--- config.mk ---
export PLATFORM = sky130hd
export DESIGN_NAME = adc_scan_seq
export DESIGN_NICKNAME = d
export VERILOG_FILES = /design/src/rtl/adcseq_pkg.sv /design/src/rtl/adcseq_clkdiv.sv /design/src/rtl/adcseq_ctrl.sv /design/src/rtl/adcseq_datapath.sv /design/src/rtl/adc_scan_seq.sv
export SDC_FILE = /design/constraint.sdc
export NUM_CORES = 1
export LEC_CHECK = 0
export ABC_AREA = 1
export BUFFER_PORTS_ARGS = -buffer_cell sky130_fd_sc_hd__buf_2
export CAP_MARGIN = 40
export CELL_PAD_IN_SITES_DETAIL_PLACEMENT = 0
export CELL_PAD_IN_SITES_GLOBAL_PLACEMENT = 1
export CORE_UTILIZATION = 40
export CTS_CLUSTER_DIAMETER = 80
export DETAILED_ROUTE_END_ITERATION = 6
export PLACE_DENSITY = 0.78
export SLEW_MARGIN = 20
export SYNTH_ARGS = -nofsm -noshare
export SYNTH_HDL_FRONTEND = slang
export SYNTH_SLANG_ARGS = --single-unit
--- constraint.sdc ---
create_clock -name clk -period 3.01 [get_ports clk]
set_input_delay 0.903 -clock clk [delete_from_list [all_inputs] [get_ports clk]]
set_output_delay 0.903 -clock clk [all_outputs]
set_load 0.01 [all_outputs]
--- src/rtl/adcseq_pkg.sv ---
package adcseq_pkg;

  typedef enum logic [3:0] {
    ST_IDLE,
    ST_SETUP,
    ST_LATCH,
    ST_SETTLE,
    ST_START,
    ST_WAIT,
    ST_OEDLY,
    ST_OEON,
    ST_CAPT,
    ST_NEXT
  } seqState_e;

  // strobes from control to datapath
  typedef struct packed {
    logic loadCh;       // choose next enabled channel
    logic capture;      // sample converter byte
    logic flagTimeout;  // report abandoned conversion
  } seqStrobe_t;

endpackage

--- src/rtl/adcseq_clkdiv.sv ---
module adcseq_clkdiv #(
  parameter int CLK_HALF = 25
) (
  input  logic clk,
  input  logic rstN,
  output logic convClk,
  output logic periodTick
);
  localparam int PERIOD = 2 * CLK_HALF;
  localparam int CW = (PERIOD > 2) ? $clog2(PERIOD) : 1;

  logic [CW-1:0] divCnt;

  assign periodTick = (divCnt == CW'(PERIOD - 1));

  always_ff @(posedge clk) begin
    if (!rstN) begin
      divCnt  <= '0;
      convClk <= 1'b0;
    end else if (periodTick) begin
      divCnt  <= '0;
      convClk <= 1'b1;
    end else begin
      divCnt <= divCnt + 1'b1;
      if (divCnt == CW'(CLK_HALF - 1)) convClk <= 1'b0;
    end
  end


  tick_rises_clock_chk: assert property (@(posedge clk) disable iff (!rstN)
    periodTick |=> $rose(convClk));

endmodule

--- src/rtl/adcseq_ctrl.sv ---
module adcseq_ctrl
  import adcseq_pkg::*;
#(
  parameter int SETTLE_PERIODS  = 2,
  parameter int TIMEOUT_PERIODS = 100
) (
  input  logic       clk,
  input  logic       rstN,
  input  logic       periodTick,
  input  logic       eocRise,
  input  logic       maskAny,
  output seqStrobe_t strb,
  output logic       adcAle,
  output logic       adcStart,
  output logic       adcOe
);
  localparam int CNT_MAX = (TIMEOUT_PERIODS > SETTLE_PERIODS) ?
                           ((TIMEOUT_PERIODS > 2) ? TIMEOUT_PERIODS : 2) :
                           ((SETTLE_PERIODS > 2) ? SETTLE_PERIODS : 2);
  localparam int CNT_W = $clog2(CNT_MAX + 1);

  seqState_e  state, nextState;
  logic [CNT_W-1:0] phaseCnt, nextCnt;

  always_comb begin
    nextState = state;
    nextCnt   = phaseCnt;
    strb      = '0;
    case (state)
      ST_IDLE: begin
        if (maskAny) begin
          strb.loadCh = 1'b1;
          nextState   = ST_SETUP;
          nextCnt     = '0;
        end
      end
      ST_SETUP: begin
        if (periodTick) begin
          if (phaseCnt == CNT_W'(1)) begin
            nextState = ST_LATCH;
            nextCnt   = '0;
          end else begin
            nextCnt = phaseCnt + 1'b1;
          end
        end
      end
      ST_LATCH: begin
        if (periodTick) begin
          nextState = ST_SETTLE;
          nextCnt   = '0;
        end
      end
      ST_SETTLE: begin
        if (periodTick) begin
          if (phaseCnt == CNT_W'(SETTLE_PERIODS - 1)) begin
            nextState = ST_START;
            nextCnt   = '0;
          end else begin
            nextCnt = phaseCnt + 1'b1;
          end
        end
      end
      ST_START: begin
        if (periodTick) begin
          nextState = ST_WAIT;
          nextCnt   = '0;
        end
      end
      ST_WAIT: begin
        if (eocRise) begin
          nextState = ST_OEDLY;
        end else if (periodTick) begin
          if (phaseCnt == CNT_W'(TIMEOUT_PERIODS - 1)) begin
            strb.flagTimeout = 1'b1;
            nextState        = ST_NEXT;
          end else begin
            nextCnt = phaseCnt + 1'b1;
          end
        end
      end
      ST_OEDLY: nextState = ST_OEON;
      ST_OEON:  nextState = ST_CAPT;
      ST_CAPT: begin
        strb.capture = 1'b1;
        nextState    = ST_NEXT;
      end
      ST_NEXT: begin
        if (maskAny) begin
          strb.loadCh = 1'b1;
          nextState   = ST_SETUP;
          nextCnt     = '0;
        end else begin
          nextState = ST_IDLE;
        end
      end
      default: nextState = ST_IDLE;
    endcase
  end

  always_ff @(posedge clk) begin
    if (!rstN) begin
      state    <= ST_IDLE;
      phaseCnt <= '0;
    end else begin
      state    <= nextState;
      phaseCnt <= nextCnt;
    end
  end

  assign adcAle   = (state == ST_LATCH);
  assign adcStart = (state == ST_START);
  assign adcOe    = (state == ST_OEON) || (state == ST_CAPT);


  latch_start_excl_chk: assert property (@(posedge clk) disable iff (!rstN)
    !(adcAle && adcStart));


  oe_after_eoc_chk: assert property (@(posedge clk) disable iff (!rstN)
    $rose(adcOe) |-> $past(eocRise, 2));

endmodule

--- src/rtl/adcseq_datapath.sv ---
module adcseq_datapath
  import adcseq_pkg::*;
#(
  parameter int NUM_CH = 8,
  parameter int DATA_W = 8
) (
  input  logic                      clk,
  input  logic                      rstN,
  input  seqStrobe_t                strb,
  input  logic [NUM_CH-1:0]         chEnMask,
  input  logic                      adcEoc,
  input  logic [DATA_W-1:0]         adcData,
  output logic [$clog2(NUM_CH)-1:0] adcAddr,
  output logic                      eocRise,
  output logic                      maskAny,
  output logic [DATA_W-1:0]         resultData,
  output logic [$clog2(NUM_CH)-1:0] resultCh,
  output logic                      resultValid,
  output logic                      timeoutErr
);
  localparam int CH_W = $clog2(NUM_CH);

  logic [CH_W-1:0] curCh, pickCh;
  logic            found;
  logic            eocMeta, eocSync, eocPrev;

  assign maskAny = |chEnMask;
  assign eocRise = eocSync & ~eocPrev;
  assign adcAddr = curCh;

  // first enabled channel strictly above curCh, wrapping
  always_comb begin
    pickCh = curCh;
    found  = 1'b0;
    for (int step = 1; step <= NUM_CH; step++) begin
      automatic int idx = (int'(curCh) + step) % NUM_CH;
      if (!found && chEnMask[idx]) begin
        pickCh = CH_W'(idx);
        found  = 1'b1;
      end
    end
  end

  always_ff @(posedge clk) begin
    if (!rstN) begin
      eocMeta <= 1'b0;
      eocSync <= 1'b0;
      eocPrev <= 1'b0;
    end else begin
      eocMeta <= adcEoc;
      eocSync <= eocMeta;
      eocPrev <= eocSync;
    end
  end

  always_ff @(posedge clk) begin
    if (!rstN) begin
      curCh       <= CH_W'(NUM_CH - 1);
      resultData  <= '0;
      resultCh    <= '0;
      resultValid <= 1'b0;
      timeoutErr  <= 1'b0;
    end else begin
      resultValid <= strb.capture;
      timeoutErr  <= strb.flagTimeout;
      if (strb.loadCh) curCh <= pickCh;
      if (strb.capture) begin
        resultData <= adcData;
        resultCh   <= curCh;
      end
      if (strb.flagTimeout) resultCh <= curCh;
    end
  end


  valid_single_chk: assert property (@(posedge clk) disable iff (!rstN)
    resultValid |=> !resultValid);


  valid_err_excl_chk: assert property (@(posedge clk) disable iff (!rstN)
    !(resultValid && timeoutErr));

endmodule

--- src/rtl/adc_scan_seq.sv ---
module adc_scan_seq
  import adcseq_pkg::*;
#(
  parameter int NUM_CH          = 8,
  parameter int DATA_W          = 8,
  parameter int CLK_HALF        = 25,
  parameter int SETTLE_PERIODS  = 2,
  parameter int TIMEOUT_PERIODS = 100
) (
  input  logic                      clk,
  input  logic                      rstN,
  input  logic [NUM_CH-1:0]         chEnMask,
  output logic                      adcClk,
  output logic [$clog2(NUM_CH)-1:0] adcAddr,
  output logic                      adcAle,
  output logic                      adcStart,
  output logic                      adcOe,
  input  logic                      adcEoc,
  input  logic [DATA_W-1:0]         adcData,
  output logic [DATA_W-1:0]         resultData,
  output logic [$clog2(NUM_CH)-1:0] resultCh,
  output logic                      resultValid,
  output logic                      timeoutErr
);
  seqStrobe_t strb;
  logic       periodTick;
  logic       eocRise;
  logic       maskAny;

  adcseq_clkdiv #(.CLK_HALF(CLK_HALF)) u_clkdiv (
    .clk       (clk),
    .rstN      (rstN),
    .convClk   (adcClk),
    .periodTick(periodTick)
  );

  adcseq_ctrl #(
    .SETTLE_PERIODS (SETTLE_PERIODS),
    .TIMEOUT_PERIODS(TIMEOUT_PERIODS)
  ) u_ctrl (
    .clk       (clk),
    .rstN      (rstN),
    .periodTick(periodTick),
    .eocRise   (eocRise),
    .maskAny   (maskAny),
    .strb      (strb),
    .adcAle    (adcAle),
    .adcStart  (adcStart),
    .adcOe     (adcOe)
  );

  adcseq_datapath #(.NUM_CH(NUM_CH), .DATA_W(DATA_W)) u_datapath (
    .clk        (clk),
    .rstN       (rstN),
    .strb       (strb),
    .chEnMask   (chEnMask),
    .adcEoc     (adcEoc),
    .adcData    (adcData),
    .adcAddr    (adcAddr),
    .eocRise    (eocRise),
    .maskAny    (maskAny),
    .resultData (resultData),
    .resultCh   (resultCh),
    .resultValid(resultValid),
    .timeoutErr (timeoutErr)
  );


  addr_hold_chk: assert property (@(posedge clk) disable iff (!rstN)
    (adcAle || adcStart) |=> $stable(adcAddr));

endmodule

==> flow_metrics.tcl <==
set metrics [dict create \
    ys_ff_latch 37 \
    grt_util_all_layers_pct 19.74 \
    critPathCapture "u_datapath.adcAddr[1]" \
    final_max_slew_viol_count 0 \
    cts_hold_buffers 0 \
    critPathArrivalTime_ps 2670 \
    drc 0 \
    critPathMaxFanout 9 \
    timing_worst_setup_path_type "reg -> reg" \
    cts_root_buf "clkbuf_8" \
    fin_crit_sh_pct 82.52 \
    r2r_slack_ps 530 \
    clock_path_buffers 2 \
    io_buffers 38 \
    hold_path.class "reg -> reg" \
    setup_violations 0 \
    outcome "finished, final reports clean" \
    postCtsSetupBuffers 0 \
    synth_area_leaders "dfxtp_1 (30%), nand2_1 (12%), nor2_1 (8.0%), nand3_1 (7.2%), inv_1 (4.7%)" \
    async_reset_ff_share_pct 0 \
    syn_nets 398 \
    cts_tree "built" \
    nNetsFinal 440 \
    r2r_start "u_datapath.adcAddr[1]" \
    holdWs_ps 428.0 \
    yosysWarnings 0 \
    fmax_ghz 0.4026 \
    startpoint_type "flip-flop" \
    io_pins 39 \
    synth_area_um2 2499 \
    hold_viol 0 \
    grt_pass1_wl_mm 9.984 \
    power_leakage_nw 1.351 \
    cp.required_ps 3190 \
    ir_drop_mv 0.4298 \
    reg2regPathDepth 14 \
    path_cells "inv_2 -> ha_1 -> inv_1 -> nand3_1 -> nand2_1 -> nand2_1 -> nand2_2 -> nand3_4 -> nor2_8 -> nand4_1 -> nor2_1 -> nor2_1 -> nand2_1 -> nand2_1" \
    drt_iter0_drc 157 \
    worstSkewPairLatency_ps 290 \
    rsz0062_at_grt "false" \
    rows 28 \
    crit_path_top_delay_cell "dfxtp_1" \
    antenna_found_initial 0 \
    path_clk_slew_ps 70 \
    core_um2 5956 \
    die_area_um2 6567 \
    cts-resized-gates 0 \
    wire_per_inst_um 12.23 \
    cts_made_buffers 5 \
    area_delta_synth_final_pct 15.42 \
    gr-total-overflow 0 \
    dieHeight_um 81.04 \
    synthCells 372 \
    syn-mean-instance-area_um2 6.717 \
    postRouteAntennaNets 0 \
    max_slew_margin_pct 68.75 \
    seq_area_frac_synth_pct 29.64 \
    cts.sinks 37 \
    crit_top_cell "nand2_1" \
    ys.flop_type "dfxtp_1" \
    grt_pass1_vias 2109 \
    routed_via_density 5.061 \
    yosys.area.top_type "dfxtp_1" \
    htreeDepth 2 \
    start_util_pct 41.95 \
    slowest_delay_ps 540 \
    fp.dieW_um 81.04 \
    power_density_nw_per_um2 973.8 \
    fin_crit_ps 2484 \
    worst_pin_slew_ps 468.2 \
    synth.distinct_cells 41 \
    gp_congestion 0.8780 \
    reg2reg_to "u_datapath.adcAddr[1]" \
    endpoint_kind "flip-flop" \
    drive_gt1_share_pct 22.89 \
    grt_max_degree 19 \
    synth_edf_count 0 \
    fin_tns_setup_ps 0 \
    maxCapViolations 0 \
    synth_top_area_share_pct 29.64 \
    drt_wl_total_mm 5.994 \
    n_antenna_cell 0 \
    fin_skew_ps 4.284 \
    dr_total_vias 2480 \
    crit_start "u_datapath.adcAddr[1]" \
    dr.pass1.iters 4 \
    dpl.hpwl_mm 4.636 \
]
==> kinds of logic after synthesis <==
logic type,Yosys count,synth area share (%)
AOI/OAI and AO/OA,56,13.37
xor gates and xnor gates,9,3.155
adders and majority gates,7,3.505
buffers and inverters,45,7.611
DFF,37,29.64
and+or+nand+nor,218,42.71
==> layout by cell type, fill, tap and decap left out, types with 3 or more instances in the layout <==
cell      netlist  layout
dfxtp_1        37      37
nor2_1         53      53
nand2_1        81      81
nand3_1        36      36
xnor2_1         3       3
o21ai_1         3       3
buf_2           0      38
nor3_1          6       6
a21oi_1        23      23
nand3_2         8       8
ha_1            7       7
clkbuf_8        0       6
nand4_1         7       7
o21ai_0        15      15
nand2_2        13      13
nand2_4         3       3
inv_2           6       6
xor2_1          6       6
inv_1          31      31
buf_4           1       3
or2_2           3       3
==> Yosys cell counts (6+ instances only) <==
cell type,number
nand2_1,81
nor2_1,53
dfxtp_1,37
nand3_1,36
inv_1,31
a21oi_1,23
o21ai_0,15
nand2_2,13
nand3_2,8
ha_1,7
nand4_1,7
inv_2,6
nor3_1,6
xor2_1,6
==> per-stage QoR <==
step | instance area (um^2) | util [%] | std cells | worst slack (ps) | power, W
detailed placement | 2764 | 46.41 | 482 | 567.7 | 0.002357
global placement | 2764 | 46.41 | 482 | 591.4 | 0.002361
CTS | 2884 | 48.42 | 490 | 542.5 | 0.002822
floorplan | 2499 | - | 372 | 732.4 | 0.002009
global route | 2884 | 48.42 | 490 | 281.3 | 0.003079
finish | 2884 | 48.42 | 490 | 526.2 | 0.002808
==> critical path, delay by kind of cell (launching register included) <==
kind                     cells  cell delay (ps)
buffers and inverters        2              380
adder cells (fa/ha/maj)      1              390
flip-flops                   1              540
AND/OR/NAND/NOR             11             1070
==> cell type report <==
cell class | instances | area (um^2)
Multi-Input combinational cell | 290 | 1568
Clock buffer | 6 | 82.58
Fill cell | 637 | 3072
Inverter | 39 | 148.9
Timing Repair Buffer | 41 | 212.7
Tap cell | 75 | 93.84
Sequential cell | 37 | 740.7
Clock inverter | 2 | 37.54
==> worst min-delay path by stage <==
stage,endpoint,slack (ps),depth (start not counted),start
5_1_grt,u_datapath.eocPrev,450,2,u_datapath.eocSync
3_5_place_dp,u_datapath.eocSync,410,2,u_datapath.eocMeta
6_report,u_datapath.eocPrev,430,2,u_datapath.eocSync
3_3_place_gp,u_datapath.eocSync,410,2,u_datapath.eocMeta
2_1_floorplan,u_datapath.eocSync,390,2,u_datapath.eocMeta
4_1_cts,u_datapath.eocPrev,430,2,u_datapath.eocSync
==> registers in the layout (all words and copies together) (netlist names) <==
signal                  cells
u_ctrl.state                4
u_datapath.adcAddr          3
u_clkdiv.divCnt             6
u_datapath.timeoutErr       1
u_datapath.resultCh         3
u_datapath.eocPrev          1
u_datapath.eocSync          1
u_datapath.eocMeta          1
u_ctrl.phaseCnt             7
u_datapath.resultValid      1
u_clkdiv.convClk            1
u_datapath.resultData       8
==> metal layers <==
| metal | GRT usage (%) | vias up | part of all wire [%] |
|---|---|---|---|
| li1 | - | 1306 | - |
| met1 | 28.90 | 1106 | 51 |
| met4 | 6.429 | 0 | 1.4 |
| met2 | 28.82 | 59 | 43 |
| met3 | 3.483 | 9 | 4.5 |
| met5 | 0 | - | 0 |
==> where the power goes <==
group	leakage, nW	internal [W]	switching, W
Clock	0.0574	0.000269	0.000182
Sequential	0.301	0.000542	0.0000649
Combinational	0.993	0.000568	0.00118
Power figures use the tool's default switching activity.
